File: config.mk
export PLATFORM = sky130hd
export DESIGN_NAME = line_req_tracker
export DESIGN_NICKNAME = d
export VERILOG_FILES = /design/src/rtl/lrt_pkg.sv /design/src/rtl/lrt_table.sv /design/src/rtl/lrt_oldest.sv /design/src/rtl/lrt_watch.sv /design/src/rtl/line_req_tracker.sv
export SDC_FILE = /design/constraint.sdc
export NUM_CORES = 2
export LEC_CHECK = 0
export BUFFER_PORTS_ARGS = -buffer_cell sky130_fd_sc_hd__buf_4
export CAP_MARGIN = 20
export CORE_MARGIN = 1.5
export CORE_UTILIZATION = 58
export DETAILED_ROUTE_END_ITERATION = 7
export HOLD_SLACK_MARGIN = 0.15
export PLACE_DENSITY = 0.75
export SLEW_MARGIN = 10
export SYNTH_ARGS = -nofsm -noshare
export SYNTH_HDL_FRONTEND = slang
export SYNTH_SLANG_ARGS = --single-unit
File: constraint.sdc
create_clock -name clk -period 12.2 [get_ports clk]
set_input_delay 3.05 -clock clk [delete_from_list [all_inputs] [get_ports clk]]
set_output_delay 3.05 -clock clk [all_outputs]
set_load 0.005 [all_outputs]
File: src/rtl/lrt_pkg.sv
package lrt_pkg;

   typedef enum logic [1:0] {
      KIND_LOAD   = 2'd0,
      KIND_FETCH  = 2'd1,
      KIND_STORE  = 2'd2,
      KIND_ATOMIC = 2'd3
   } req_kind_e;

   // store and atomic live in the write table
   function automatic logic kind_is_write(input logic [1:0] kind);
      return (kind == KIND_STORE) || (kind == KIND_ATOMIC);
   endfunction

endpackage

File: src/rtl/lrt_table.sv
module lrt_table #(
   parameter int ENTRIES = 4,
   parameter int LINE_W  = 26,
   parameter int TS_W    = 16,
   parameter int THR     = 256,
   parameter int VC_W    = $clog2(ENTRIES + 1)
) (
   input  logic              clk,
   input  logic              rst_n,
   input  logic [TS_W-1:0]   now_i,
   input  logic              ins_en_i,
   input  logic [LINE_W-1:0] ins_line_i,
   input  logic [1:0]        ins_kind_i,
   input  logic              ins_pf_i,
   output logic              new_alloc_o,
   input  logic [LINE_W-1:0] probe_line_i,
   output logic              probe_hit_o,
   output logic              full_o,
   input  logic [LINE_W-1:0] rsp_line_i,
   output logic              rsp_hit_o,
   output logic [TS_W-1:0]   rsp_age_o,
   output logic [1:0]        rsp_kind_o,
   output logic              rsp_pf_o,
   input  logic              clr_en_i,
   input  logic              touch_en_i,
   input  logic [LINE_W-1:0] touch_line_i,
   output logic [VC_W-1:0]   vld_cnt_o,
   output logic [VC_W-1:0]   pf_cnt_o,
   output logic              stale_o
);

   logic [ENTRIES-1:0] vld_q, pf_q;
   logic [LINE_W-1:0]  line_q [ENTRIES];
   logic [1:0]         kind_q [ENTRIES];
   logic [TS_W-1:0]    ts_q   [ENTRIES];

   logic [ENTRIES-1:0] ins_match, rsp_match, probe_match, touch_match;
   logic [ENTRIES-1:0] stale_vec, free_oh, ins_sel;
   logic               ins_resident;

   always_comb begin
      ins_match   = '0;
      rsp_match   = '0;
      probe_match = '0;
      touch_match = '0;
      stale_vec   = '0;
      for (int i = 0; i < ENTRIES; i++) begin
         ins_match[i]   = vld_q[i] && (line_q[i] == ins_line_i);
         rsp_match[i]   = vld_q[i] && (line_q[i] == rsp_line_i);
         probe_match[i] = vld_q[i] && (line_q[i] == probe_line_i);
         touch_match[i] = vld_q[i] && (line_q[i] == touch_line_i);
         stale_vec[i]   = vld_q[i] && (TS_W'(now_i - ts_q[i]) >= TS_W'(THR));
      end
   end

   // lowest free slot, one-hot
   always_comb begin
      free_oh = '0;
      for (int i = ENTRIES - 1; i >= 0; i--) begin
         if (!vld_q[i]) begin
            free_oh    = '0;
            free_oh[i] = 1'b1;
         end
      end
   end

   assign ins_resident = |ins_match;
   assign full_o       = &vld_q;
   assign ins_sel      = ins_resident ? ins_match : free_oh;
   assign new_alloc_o  = ins_en_i && !ins_resident && !full_o;
   assign probe_hit_o  = |probe_match;
   assign rsp_hit_o    = |rsp_match;
   assign stale_o      = |stale_vec;
   assign vld_cnt_o    = VC_W'($countones(vld_q));
   assign pf_cnt_o     = VC_W'($countones(vld_q & pf_q));

   always_comb begin
      rsp_age_o  = '0;
      rsp_kind_o = '0;
      rsp_pf_o   = 1'b0;
      for (int i = 0; i < ENTRIES; i++) begin
         if (rsp_match[i]) begin
            rsp_age_o  = TS_W'(now_i - ts_q[i]);
            rsp_kind_o = kind_q[i];
            rsp_pf_o   = pf_q[i];
         end
      end
   end

   always_ff @(posedge clk) begin
      if (!rst_n) begin
         vld_q <= '0;
         pf_q  <= '0;
         for (int i = 0; i < ENTRIES; i++) begin
            line_q[i] <= '0;
            kind_q[i] <= '0;
            ts_q[i]   <= '0;
         end
      end else begin
         for (int i = 0; i < ENTRIES; i++) begin
            if (clr_en_i && rsp_match[i]) begin
               vld_q[i] <= 1'b0;
            end else if (ins_en_i && ins_sel[i]) begin
               vld_q[i]  <= 1'b1;
               pf_q[i]   <= ins_pf_i;
               line_q[i] <= ins_line_i;
               kind_q[i] <= ins_kind_i;
               ts_q[i]   <= now_i;
            end else if (touch_en_i && touch_match[i]) begin
               ts_q[i] <= now_i;
            end
         end
      end
   end

   logic dup_line;
   always_comb begin
      dup_line = 1'b0;
      for (int i = 0; i < ENTRIES; i++)
         for (int j = i + 1; j < ENTRIES; j++)
            if (vld_q[i] && vld_q[j] && (line_q[i] == line_q[j])) dup_line = 1'b1;
   end

   // an overwrite never leaves two copies of one line
   p_single_line_r4: assert property (@(posedge clk) disable iff (!rst_n) !dup_line);

endmodule

File: src/rtl/lrt_oldest.sv
module lrt_oldest #(
   parameter int N     = 4,
   parameter int TS_W  = 16,
   parameter int IDX_W = $clog2(N)
) (
   input  logic [N-1:0]           cand_i,
   input  logic [N-1:0][TS_W-1:0] age_i,
   output logic                   any_o,
   output logic [IDX_W-1:0]       idx_o
);

   logic [TS_W-1:0] best;

   // strictly greater age replaces, so ties stay with the lower index
   always_comb begin
      any_o = 1'b0;
      idx_o = '0;
      best  = '0;
      for (int i = 0; i < N; i++) begin
         if (cand_i[i] && (!any_o || (age_i[i] > best))) begin
            any_o = 1'b1;
            idx_o = IDX_W'(i);
            best  = age_i[i];
         end
      end
   end

endmodule

File: src/rtl/lrt_watch.sv
module lrt_watch #(
   parameter int THR = 256,
   parameter int TW  = (THR > 2) ? $clog2(THR) : 1
) (
   input  logic clk,
   input  logic rst_n,
   input  logic ins_any_i,
   input  logic idle_i,
   input  logic stale_any_i,
   output logic flag_o
);

   logic          armed_q;
   logic [TW-1:0] timer_q;

   always_ff @(posedge clk) begin
      if (!rst_n) begin
         armed_q <= 1'b0;
         timer_q <= '0;
         flag_o  <= 1'b0;
      end else if (ins_any_i && !armed_q) begin
         armed_q <= 1'b1;
         timer_q <= '0;
      end else if (armed_q && idle_i && !ins_any_i) begin
         armed_q <= 1'b0;
         timer_q <= '0;
      end else if (armed_q) begin
         if (timer_q == TW'(THR - 1)) begin
            timer_q <= '0;
            if (stale_any_i) flag_o <= 1'b1;
         end else begin
            timer_q <= timer_q + 1'b1;
         end
      end
   end

   p_flag_sticky_r8: assert property (@(posedge clk) disable iff (!rst_n) flag_o |=> flag_o);
   p_disarm_idle_r9: assert property (@(posedge clk) disable iff (!rst_n)
      (armed_q && idle_i && !ins_any_i) |=> !armed_q);

endmodule

File: src/rtl/line_req_tracker.sv
module line_req_tracker #(
   parameter int THREADS = 2,
   parameter int ENTRIES = 4,
   parameter int LINE_W  = 26,
   parameter int MAX_OUT = 8,
   parameter int THR     = 256,
   parameter int TS_W    = 16,
   parameter int TID_W   = $clog2(THREADS),
   parameter int CNT_W   = $clog2(THREADS * 2 * ENTRIES + 1)
) (
   input  logic              clk,
   input  logic              rst_n,
   input  logic [LINE_W-1:0] chk_line,
   input  logic [TID_W-1:0]  chk_tid,
   input  logic              chk_wr,
   output logic              chk_ok,
   input  logic              ins_vld,
   input  logic [LINE_W-1:0] ins_line,
   input  logic [TID_W-1:0]  ins_tid,
   input  logic [1:0]        ins_kind,
   input  logic              ins_pf,
   input  logic              rsp_vld,
   input  logic              rsp_wr,
   input  logic [LINE_W-1:0] rsp_line,
   input  logic              rsp_tid_vld,
   input  logic [TID_W-1:0]  rsp_tid,
   input  logic              touch_vld,
   input  logic [LINE_W-1:0] touch_line,
   input  logic [TID_W-1:0]  touch_tid,
   output logic              hit_vld,
   output logic [TID_W-1:0]  hit_tid,
   output logic [1:0]        hit_kind,
   output logic [LINE_W-1:0] hit_line,
   output logic              rsp_err,
   output logic              deadlock,
   output logic [CNT_W-1:0]  outst_cnt,
   output logic [CNT_W-1:0]  demand_cnt,
   output logic [CNT_W-1:0]  pf_cnt
);
   import lrt_pkg::*;

   localparam int NT    = THREADS * 2;
   localparam int SEL_W = TID_W + 1;
   localparam int VC_W  = $clog2(ENTRIES + 1);

   if (THREADS < 2) begin : g_bad_threads
      $error("THREADS must be at least 2");
   end
   if (THR < 2 || THR >= (1 << (TS_W - 1))) begin : g_bad_thr
      $error("THR must lie between 2 and half the time counter range");
   end
   if (MAX_OUT < 1 || MAX_OUT > NT * ENTRIES) begin : g_bad_max
      $error("MAX_OUT must lie between 1 and the total entry count");
   end

   logic [TS_W-1:0]  now_q;
   logic [CNT_W-1:0] outst_q, vld_sum, pf_sum, alloc_sum;

   logic [NT-1:0]            ins_en, new_alloc, probe_hit, full, rsp_hit, rsp_pf;
   logic [NT-1:0]            cand, clr_en, touch_en, stale;
   logic [NT-1:0][TS_W-1:0]  rsp_age;
   logic [NT-1:0][1:0]       rsp_kind;
   logic [NT-1:0][VC_W-1:0]  vcnt, pcnt;

   logic             pick_any, retire, miss;
   logic [SEL_W-1:0] sel, chk_ix;

   for (genvar t = 0; t < THREADS; t++) begin : g_thr
      for (genvar w = 0; w < 2; w++) begin : g_kind
         localparam int IX = t * 2 + w;

         assign ins_en[IX]   = ins_vld && (ins_tid == TID_W'(t)) && (kind_is_write(ins_kind) == 1'(w));
         assign cand[IX]     = rsp_hit[IX] && (rsp_wr == 1'(w)) &&
                               (!rsp_tid_vld || (rsp_tid == TID_W'(t)));
         assign clr_en[IX]   = retire && (sel == SEL_W'(IX));
         assign touch_en[IX] = touch_vld && (touch_tid == TID_W'(t));

         lrt_table #(
            .ENTRIES(ENTRIES), .LINE_W(LINE_W), .TS_W(TS_W), .THR(THR), .VC_W(VC_W)
         ) u_tab (
            .clk          (clk),
            .rst_n        (rst_n),
            .now_i        (now_q),
            .ins_en_i     (ins_en[IX]),
            .ins_line_i   (ins_line),
            .ins_kind_i   (ins_kind),
            .ins_pf_i     (ins_pf),
            .new_alloc_o  (new_alloc[IX]),
            .probe_line_i (chk_line),
            .probe_hit_o  (probe_hit[IX]),
            .full_o       (full[IX]),
            .rsp_line_i   (rsp_line),
            .rsp_hit_o    (rsp_hit[IX]),
            .rsp_age_o    (rsp_age[IX]),
            .rsp_kind_o   (rsp_kind[IX]),
            .rsp_pf_o     (rsp_pf[IX]),
            .clr_en_i     (clr_en[IX]),
            .touch_en_i   (touch_en[IX]),
            .touch_line_i (touch_line),
            .vld_cnt_o    (vcnt[IX]),
            .pf_cnt_o     (pcnt[IX]),
            .stale_o      (stale[IX])
         );
      end
   end

   lrt_oldest #(.N(NT), .TS_W(TS_W), .IDX_W(SEL_W)) u_pick (
      .cand_i (cand),
      .age_i  (rsp_age),
      .any_o  (pick_any),
      .idx_o  (sel)
   );

   assign retire = rsp_vld && pick_any;
   assign miss   = rsp_vld && !pick_any;

   lrt_watch #(.THR(THR)) u_watch (
      .clk         (clk),
      .rst_n       (rst_n),
      .ins_any_i   (ins_vld),
      .idle_i      (outst_q == '0),
      .stale_any_i (|stale),
      .flag_o      (deadlock)
   );

   always_comb begin
      vld_sum   = '0;
      pf_sum    = '0;
      alloc_sum = '0;
      for (int i = 0; i < NT; i++) begin
         vld_sum   = vld_sum + CNT_W'(vcnt[i]);
         pf_sum    = pf_sum + CNT_W'(pcnt[i]);
         alloc_sum = alloc_sum + CNT_W'(new_alloc[i]);
      end
   end

   assign chk_ix = {chk_tid, chk_wr};
   assign chk_ok = (outst_q < CNT_W'(MAX_OUT)) && !(|probe_hit) && !full[chk_ix];

   always_ff @(posedge clk) begin
      if (!rst_n) begin
         now_q    <= '0;
         outst_q  <= '0;
         hit_vld  <= 1'b0;
         hit_tid  <= '0;
         hit_kind <= '0;
         hit_line <= '0;
         rsp_err  <= 1'b0;
      end else begin
         now_q   <= now_q + 1'b1;
         outst_q <= outst_q + alloc_sum - CNT_W'(retire);
         hit_vld <= retire && !rsp_pf[sel];
         rsp_err <= miss;
         if (retire) begin
            hit_tid  <= sel[SEL_W-1:1];
            hit_kind <= rsp_kind[sel];
            hit_line <= rsp_line;
         end
      end
   end

   assign outst_cnt  = outst_q;
   assign pf_cnt     = pf_sum;
   assign demand_cnt = vld_sum - pf_sum;

   // running count tracks the valid bits held in the tables
   p_count_match_r4: assert property (@(posedge clk) disable iff (!rst_n) outst_q == vld_sum);
   // a hit pulse only follows a completion
   p_hit_after_rsp_r6: assert property (@(posedge clk) disable iff (!rst_n) hit_vld |-> $past(rsp_vld));
   // an unmatched completion never produces a hit
   p_err_no_hit_r7: assert property (@(posedge clk) disable iff (!rst_n) rsp_err |-> !hit_vld);
   // an unmatched completion leaves the count alone
   p_err_keeps_cnt_r7: assert property (@(posedge clk) disable iff (!rst_n)
      (rsp_err && !$past(ins_vld)) |-> (outst_q == $past(outst_q)));

endmodule

# Word-level counts from Yosys, hierarchy flattened
# Memory sizes are Yosys's and may differ from the RTL's.
# Index checks and enable logic that the tools add are counted.
[word_totals] reg_bits=94 latch_bits=0 ram_bits=704 rom_bits=0 inputBits=119 out_inout_bits=48 wordCells=830 mem_count=12
[mem_list] memory="g_thr[0].g_kind[0].u_tab.line_q" depth=4 word_bits=26 read_ports=4 rd_clocked_by_memory_dff=0 write_ports=4 line="lrt_table.sv:33" text="logic [LINE_W-1:0] line_q [ENTRIES];"
[mem_list] memory="g_thr[0].g_kind[1].u_tab.line_q" depth=4 word_bits=26 read_ports=4 rd_clocked_by_memory_dff=0 write_ports=4 line="lrt_table.sv:33"
[mem_list] memory="g_thr[1].g_kind[0].u_tab.line_q" depth=4 word_bits=26 read_ports=4 rd_clocked_by_memory_dff=0 write_ports=4 line="lrt_table.sv:33"
[mem_list] memory="g_thr[1].g_kind[1].u_tab.line_q" depth=4 word_bits=26 read_ports=4 rd_clocked_by_memory_dff=0 write_ports=4 line="lrt_table.sv:33"
[mem_list] memory="g_thr[0].g_kind[0].u_tab.ts_q" depth=4 word_bits=16 read_ports=4 rd_clocked_by_memory_dff=0 write_ports=4 line="lrt_table.sv:35" text="logic [TS_W-1:0] ts_q [ENTRIES];"
[mem_list] memory="g_thr[0].g_kind[1].u_tab.ts_q" depth=4 word_bits=16 read_ports=4 rd_clocked_by_memory_dff=0 write_ports=4 line="lrt_table.sv:35"
[mem_list] memory="6 more memories"
[classes] addsub=54 mul=0 div=0 n_lt_le_gt_ge=22 eq_ne=70 shift=0 muxes=296 bitwise_logic=92 reduce_logical=242
[ops] op="$eq A26 B26 Y1" count=64
[ops] op="$mux W16" count=51
[ops] op="$mux W26" count=16
[ops] op="$ge A16 B9 Y1 const B" count=16
[ops] op="$sub A16 B16 Y16" count=16
[ops] op="$mux W1" count=170
[ops] op="$logic_and A1 B1 Y1" count=167
[ops] op="$mux W4" count=20
[ops] op="$mux W2" count=35
[ops] op="$or A1 B1 Y1" count=64
[ops] op="$gt A16 B16 Y1" count=3
[ops] op="$add A1 B1 Y2" count=17
[ops] op="$reduce_and A2 Y1" count=16
[ops] op="$reduce_or A16 Y1" count=2
[ops] op="$reduce_or A2 Y1" count=16
[ops] op="$reduce_or A4 Y1" count=8
[ops] op="$add A3 B3 Y3" count=8
[ops] op="$not A1 Y1" count=24
[ops] op="$logic_not A1 Y1" count=18
[ops] op="$add A16 B1 Y16 const B" count=1
[ops] op="$and A4 B4 Y4" count=4
[ops] op="$reduce_and A4 Y1" count=4
[ops] op="$add A4 B3 Y5" count=2
[ops] op="$add A5 B3 Y5" count=2
[ops] op="21 further kinds" count=32

# Depth between registers and ports, before layout
# An unclocked memory read counts as a cell.
[logic_depth] depth_word=28 depth_mapped=42 depth_no_buf=37

# Cells and area by module
# A second synthesis with hierarchy kept.
[hier_totals] cells_unflattened=7198 area_unflattened_um2=68376.8
[modules_own_cells] mod="lrt_table (g_thr[1].g_kind[1].u_tab)" n_inst=1 cells_per_inst=1662 area_each_um2=15997.8 seq_area_each_um2=5445.2
[modules_own_cells] mod="lrt_table (g_thr[0].g_kind[0].u_tab)" n_inst=1 cells_per_inst=1615 area_each_um2=15705.1 seq_area_each_um2=5445.2
[modules_own_cells] mod="lrt_table (g_thr[1].g_kind[0].u_tab)" n_inst=1 cells_per_inst=1632 area_each_um2=15702.6 seq_area_each_um2=5445.2
[modules_own_cells] mod="lrt_table (g_thr[0].g_kind[1].u_tab)" n_inst=1 cells_per_inst=1645 area_each_um2=15666.3 seq_area_each_um2=5445.2
[modules_own_cells] mod="line_req_tracker" n_inst=1 cells_per_inst=352 area_each_um2=3126.7 seq_area_each_um2=1041.0
[modules_own_cells] mod="lrt_oldest" n_inst=1 cells_per_inst=243 area_each_um2=1714.1 seq_area_each_um2=0.0
[modules_own_cells] mod="lrt_watch" n_inst=1 cells_per_inst=49 area_each_um2=464.2 seq_area_each_um2=200.2

# Worst setup path before layout
# No wires, ideal clock.
[synth_timing] path_type="input port to flip-flop" from="in rsp_line[19]" to="mem g_thr[1].g_kind[1].u_tab.kind_q[2][0] (enable)" arrival_ns=10.973 setup_slack_ns=0.773 stages=35 cell_sequence="buf_4 -> buf_4 -> xor2_1 -> nor4_1 -> and4_1 -> clkbuf_1 -> nand2_1 -> o22ai_1 -> mux2i_1 -> mux2i_1 -> nand2_1 -> a21boi_0 -> ha_1 -> a21o_1 -> a21o_1 -> a21o_1 -> a211oi_1 -> o21ai_0 -> a22oi_1 -> a21oi_2 -> buf_4 -> inv_1 -> clkbuf_1 -> mux2i_1 -> ha_1 -> nor2b_1 -> o21a_1 -> o21a_1 -> o211ai_1 -> a21oi_1 -> o31ai_1 -> a21oi_2 -> nand2_1 -> nor2_1 -> o21ai_0"
[synth_lines] element="start: declaration" line="line_req_tracker.sv:24" text="input logic [LINE_W-1:0] rsp_line,"
[synth_lines] element="end: declaration" line="lrt_table.sv:34" text="logic [1:0] kind_q [ENTRIES];"

==> run summary <==
outcome -> complete, no violations
synthesized cell area -> 67400 um2
slowest CP cell -> and4_1
max-slew violations -> 0
post-synthesis sequential area ratio -> 0.342
hold path start -> hit_line[12]
Hold/Removal Path Class -> reg2reg
internal power -> 5.25 mW
setup tns final -> 0 ns
All-Layer GR Usage -> 0.464
mean post-synth cell area -> 9.51 um2
Initial Utilization -> 0.587
Reg power frac -> 0.429
FF-to-FF Start -> now_q[0]
hpwl dp -> 186 mm
final setup violation count -> 0
TritonCTS Sinks -> 798
post-CTS sizing -> 0
Die Span X -> 344 um
IO buf count -> 166
Reg clk slew, reported paths -> 0.06 ns
H-tree depth -> 3
Pwr Density -> 104 nW/um2
TritonCTS Buffers -> 93
core area -> 115000 um2
Synthesis Warnings -> 0
Main synth FF type -> edfxtp_1
Post-synth EDFFs -> 704
TritonCTS clock tree -> built
Max Cap Viol -> 0
Skew-Pair Late Insertion Delay -> 0.74 ns
Tmin final -> 10.98 ns
synthesized flop and latch total -> 798
Hold Fails Final Rpt -> 0
synthesis-to-finish area growth -> 8.11%
CP endpoint kind -> register
DRT Pass-1 Iters -> 6
drt drc -> 0
1st-iter DRT viols -> 9142
Worst R2R End -> g_thr[1].g_kind[1].u_tab.ts_q[0][27]
Leak Pwr -> 28.7 nW
fmax -> 91.0 MHz
Worst Hold End -> hit_line[12]
Sw Ratio -> 0.306
row cnt -> 124
Avg WL per Cell -> 32.5 um
Slew headroom -> 0.221
commonest non-fill, non-tap cells in the layout -> xnor2_1 (1140), xor2_1 (753), edfxtp_1 (704)
Placer Congestion -> 1.07
kind of critical path -> in2reg
WP data required -> 12.56 ns
Yosys cell types -> 102
RSZ-0062 raised after global routing -> no
CP Max Fanout -> 16
combinational power share -> 0.184
R2R Setup Slk -> 2.51 ns
clk root buf -> clkbuf_16
CP Data Arrival Time -> 11.34 ns
first-pass GRT wire length -> 389 mm
actual slew at the worst max-slew pin -> 1.17 ns
Clk pwr share -> 0.388
hold depth -> 2
die area -> 118000 um2
Async S/R FF share, synth -> 0
postcts setup bufs -> 0
Routed WL -> 280 mm
maximum vdd drop -> 0.170 mV
DR vias -> 58000
CTS Buffer Depth -> 3
io pins -> 167
Die H -> 344 um
max incr delay on CP -> 0.66 ns
commonest non-fill, non-tap cell in the layout -> xnor2_1
post-route antenna net violation count -> 0
Period Utilization, post-route -> 0.900
Final nets -> 7507
Via-to-Cell Ratio -> 6.73
total congestion overflow -> 0
crit path launch type -> input pin
hold_buf cts -> 0
Psw -> 2.32 mW
Worst R2R Path Depth -> 37
final worst setup slack -> 1.22 ns
largest net degree at the start of global routing -> 50
post-layout util -> 0.635
initial antenna violation count -> 14
clock skew -> 0.0467 ns
share of cells above drive strength 1 -> 0.0821
post-synthesis instance total -> 7089
number of global-route vias before repair -> 54100
DP Worst Slack -> 0.765 ns
## per-layer routing
layer,wire length (um),share of wire,track usage,vias to the layer above
met5,13,0.000046,0.000801,-
met4,26900,0.096,0.350,2
met3,39800,0.14,0.162,1443
met2,114000,0.41,0.665,4635
met1,99400,0.35,0.573,27400
li1,-,-,-,24500
## through the flow
stage                     hold slack (ns)  std cells  power, mW  cell area, um2
after floorplan                     0.448       7096       4.13           67400
after global placement              0.443       8428       4.57           69600
after detailed placement            0.448       8428       4.60           69600
after CTS                           0.454       8603       7.48           72700
after global routing                0.477       8610       7.72           72800
final                               0.452       8616       7.56           72900
## power by group through the flow
| stage | registers, mW | clock network (mW) | logic (mW) |
|---|---|---|---|
| final | 3.24 | 2.93 | 1.39 |
| after global routing | 3.24 | 3.03 | 1.44 |
| after CTS | 3.23 | 2.93 | 1.32 |
| after detailed placement | 3.29 | 0 | 1.31 |
| after global placement | 3.29 | 0 | 1.28 |
| after floorplan | 3.22 | 0 | 0.910 |
## cells in the mapped netlist, types with 9 or more instances
cell type | instances | share of area
a2111oi_0 | 13 | 0.0017
a211o_1 | 13 | 0.0017
a211oi_1 | 35 | 0.0039
a21o_1 | 96 | 0.011
a21oi_1 | 223 | 0.017
a221oi_1 | 11 | 0.0014
a31o_2 | 14 | 0.0018
a31oi_1 | 31 | 0.0029
and2_1 | 700 | 0.065
and3_1 | 32 | 0.0030
buf_1 | 21 | 0.0012
buf_2 | 69 | 0.0051
buf_4 | 51 | 0.0057
clkbuf_1 | 338 | 0.019
dfxtp_1 | 94 | 0.028
edfxtp_1 | 704 | 0.31
fa_1 | 41 | 0.012
ha_1 | 330 | 0.061
inv_1 | 378 | 0.021
mux2_2 | 38 | 0.0063
mux2i_1 | 66 | 0.0098
nand2_1 | 223 | 0.012
nand2b_1 | 39 | 0.0036
nand3_1 | 102 | 0.0076
nand4_1 | 346 | 0.032
nor2_1 | 231 | 0.013
nor2b_1 | 33 | 0.0031
nor3_1 | 145 | 0.011
nor4_1 | 206 | 0.019
o2111ai_1 | 11 | 0.0014
o211ai_1 | 31 | 0.0035
o21a_1 | 52 | 0.0058
o21ai_0 | 169 | 0.013
o21ai_1 | 14 | 0.0010
o21bai_1 | 28 | 0.0031
o22ai_1 | 9 | 0.00084
o31a_1 | 11 | 0.0014
o31ai_1 | 21 | 0.0023
or2_2 | 11 | 0.0010
or3_1 | 25 | 0.0023
or4_1 | 17 | 0.0019
xnor2_1 | 1140 | 0.15
xor2_1 | 753 | 0.098
## worst max path at each step
stage	endpoint	slack, ns	depth (start not counted)	start
floorplan	g_thr[1].g_kind[1].u_tab.kind_q[2][0]	0.77	35	rsp_line[19]
global placement	g_thr[1].g_kind[1].u_tab.ts_q[0][23]	0.85	34	rsp_line[7]
detailed placement	g_thr[1].g_kind[1].u_tab.ts_q[0][29]	0.76	34	rsp_line[7]
CTS	demand_cnt[4]	1.44	23	g_thr[1].g_kind[0].u_tab.vld_q[1]
global route	g_thr[1].g_kind[1].u_tab.ts_q[0][27]	0.87	34	rsp_line[7]
finish	g_thr[1].g_kind[1].u_tab.ts_q[0][27]	1.22	34	rsp_line[7]
## registers in the layout (all words and copies together), names as in the netlist, 2 cells and up
| register | cells |
|---|---|
| g_thr.g_kind.u_tab.line_q | 416 |
| g_thr.g_kind.u_tab.ts_q | 256 |
| g_thr.g_kind.u_tab.kind_q | 32 |
| hit_line | 26 |
| g_thr.g_kind.u_tab.pf_q | 16 |
| g_thr.g_kind.u_tab.vld_q | 16 |
| now_q | 16 |
| u_watch.timer_q | 8 |
| outst_cnt | 5 |
| hit_kind | 2 |
## cells by family after synthesis
family / count (synthesis) / share of synthesized area
buffers and inverters: 866 / 0.0526
AO/OA/AOI/OAI: 894 / 0.0883
AND/OR/NAND/NOR: 2161 / 0.181
other: 1 / 0.0000556
flip-flops: 798 / 0.342
XOR/XNOR: 1893 / 0.246
multiplexers: 105 / 0.0165
adder cells (fa/ha/maj): 371 / 0.0734
## critical path: cells and delay by family
| kind | cells | cell delay (ns) |
|---|---|---|
| AOI/OAI and AO/OA | 18 | 3.22 |
| and+or+nand+nor | 6 | 2.36 |
| buffers and inverters | 5 | 1.43 |
| adders and majority gates | 2 | 0.65 |
| muxes | 2 | 0.39 |
| xor gates and xnor gates | 1 | 0.16 |
## cell type report
| cell class | instances | area [um2] |
|---|---|---|
| fill | 9563 | 41900 |
| multi-input combinational | 5432 | 40900 |
| sequential | 798 | 23000 |
| clock buffer | 122 | 2470 |
| timing repair buffer | 310 | 2450 |
| tap | 1512 | 1890 |
| inverter | 382 | 1430 |
| clock inverter | 53 | 658 |
| antenna | 7 | 17.5 |
Power figures use the tool's default switching activity.
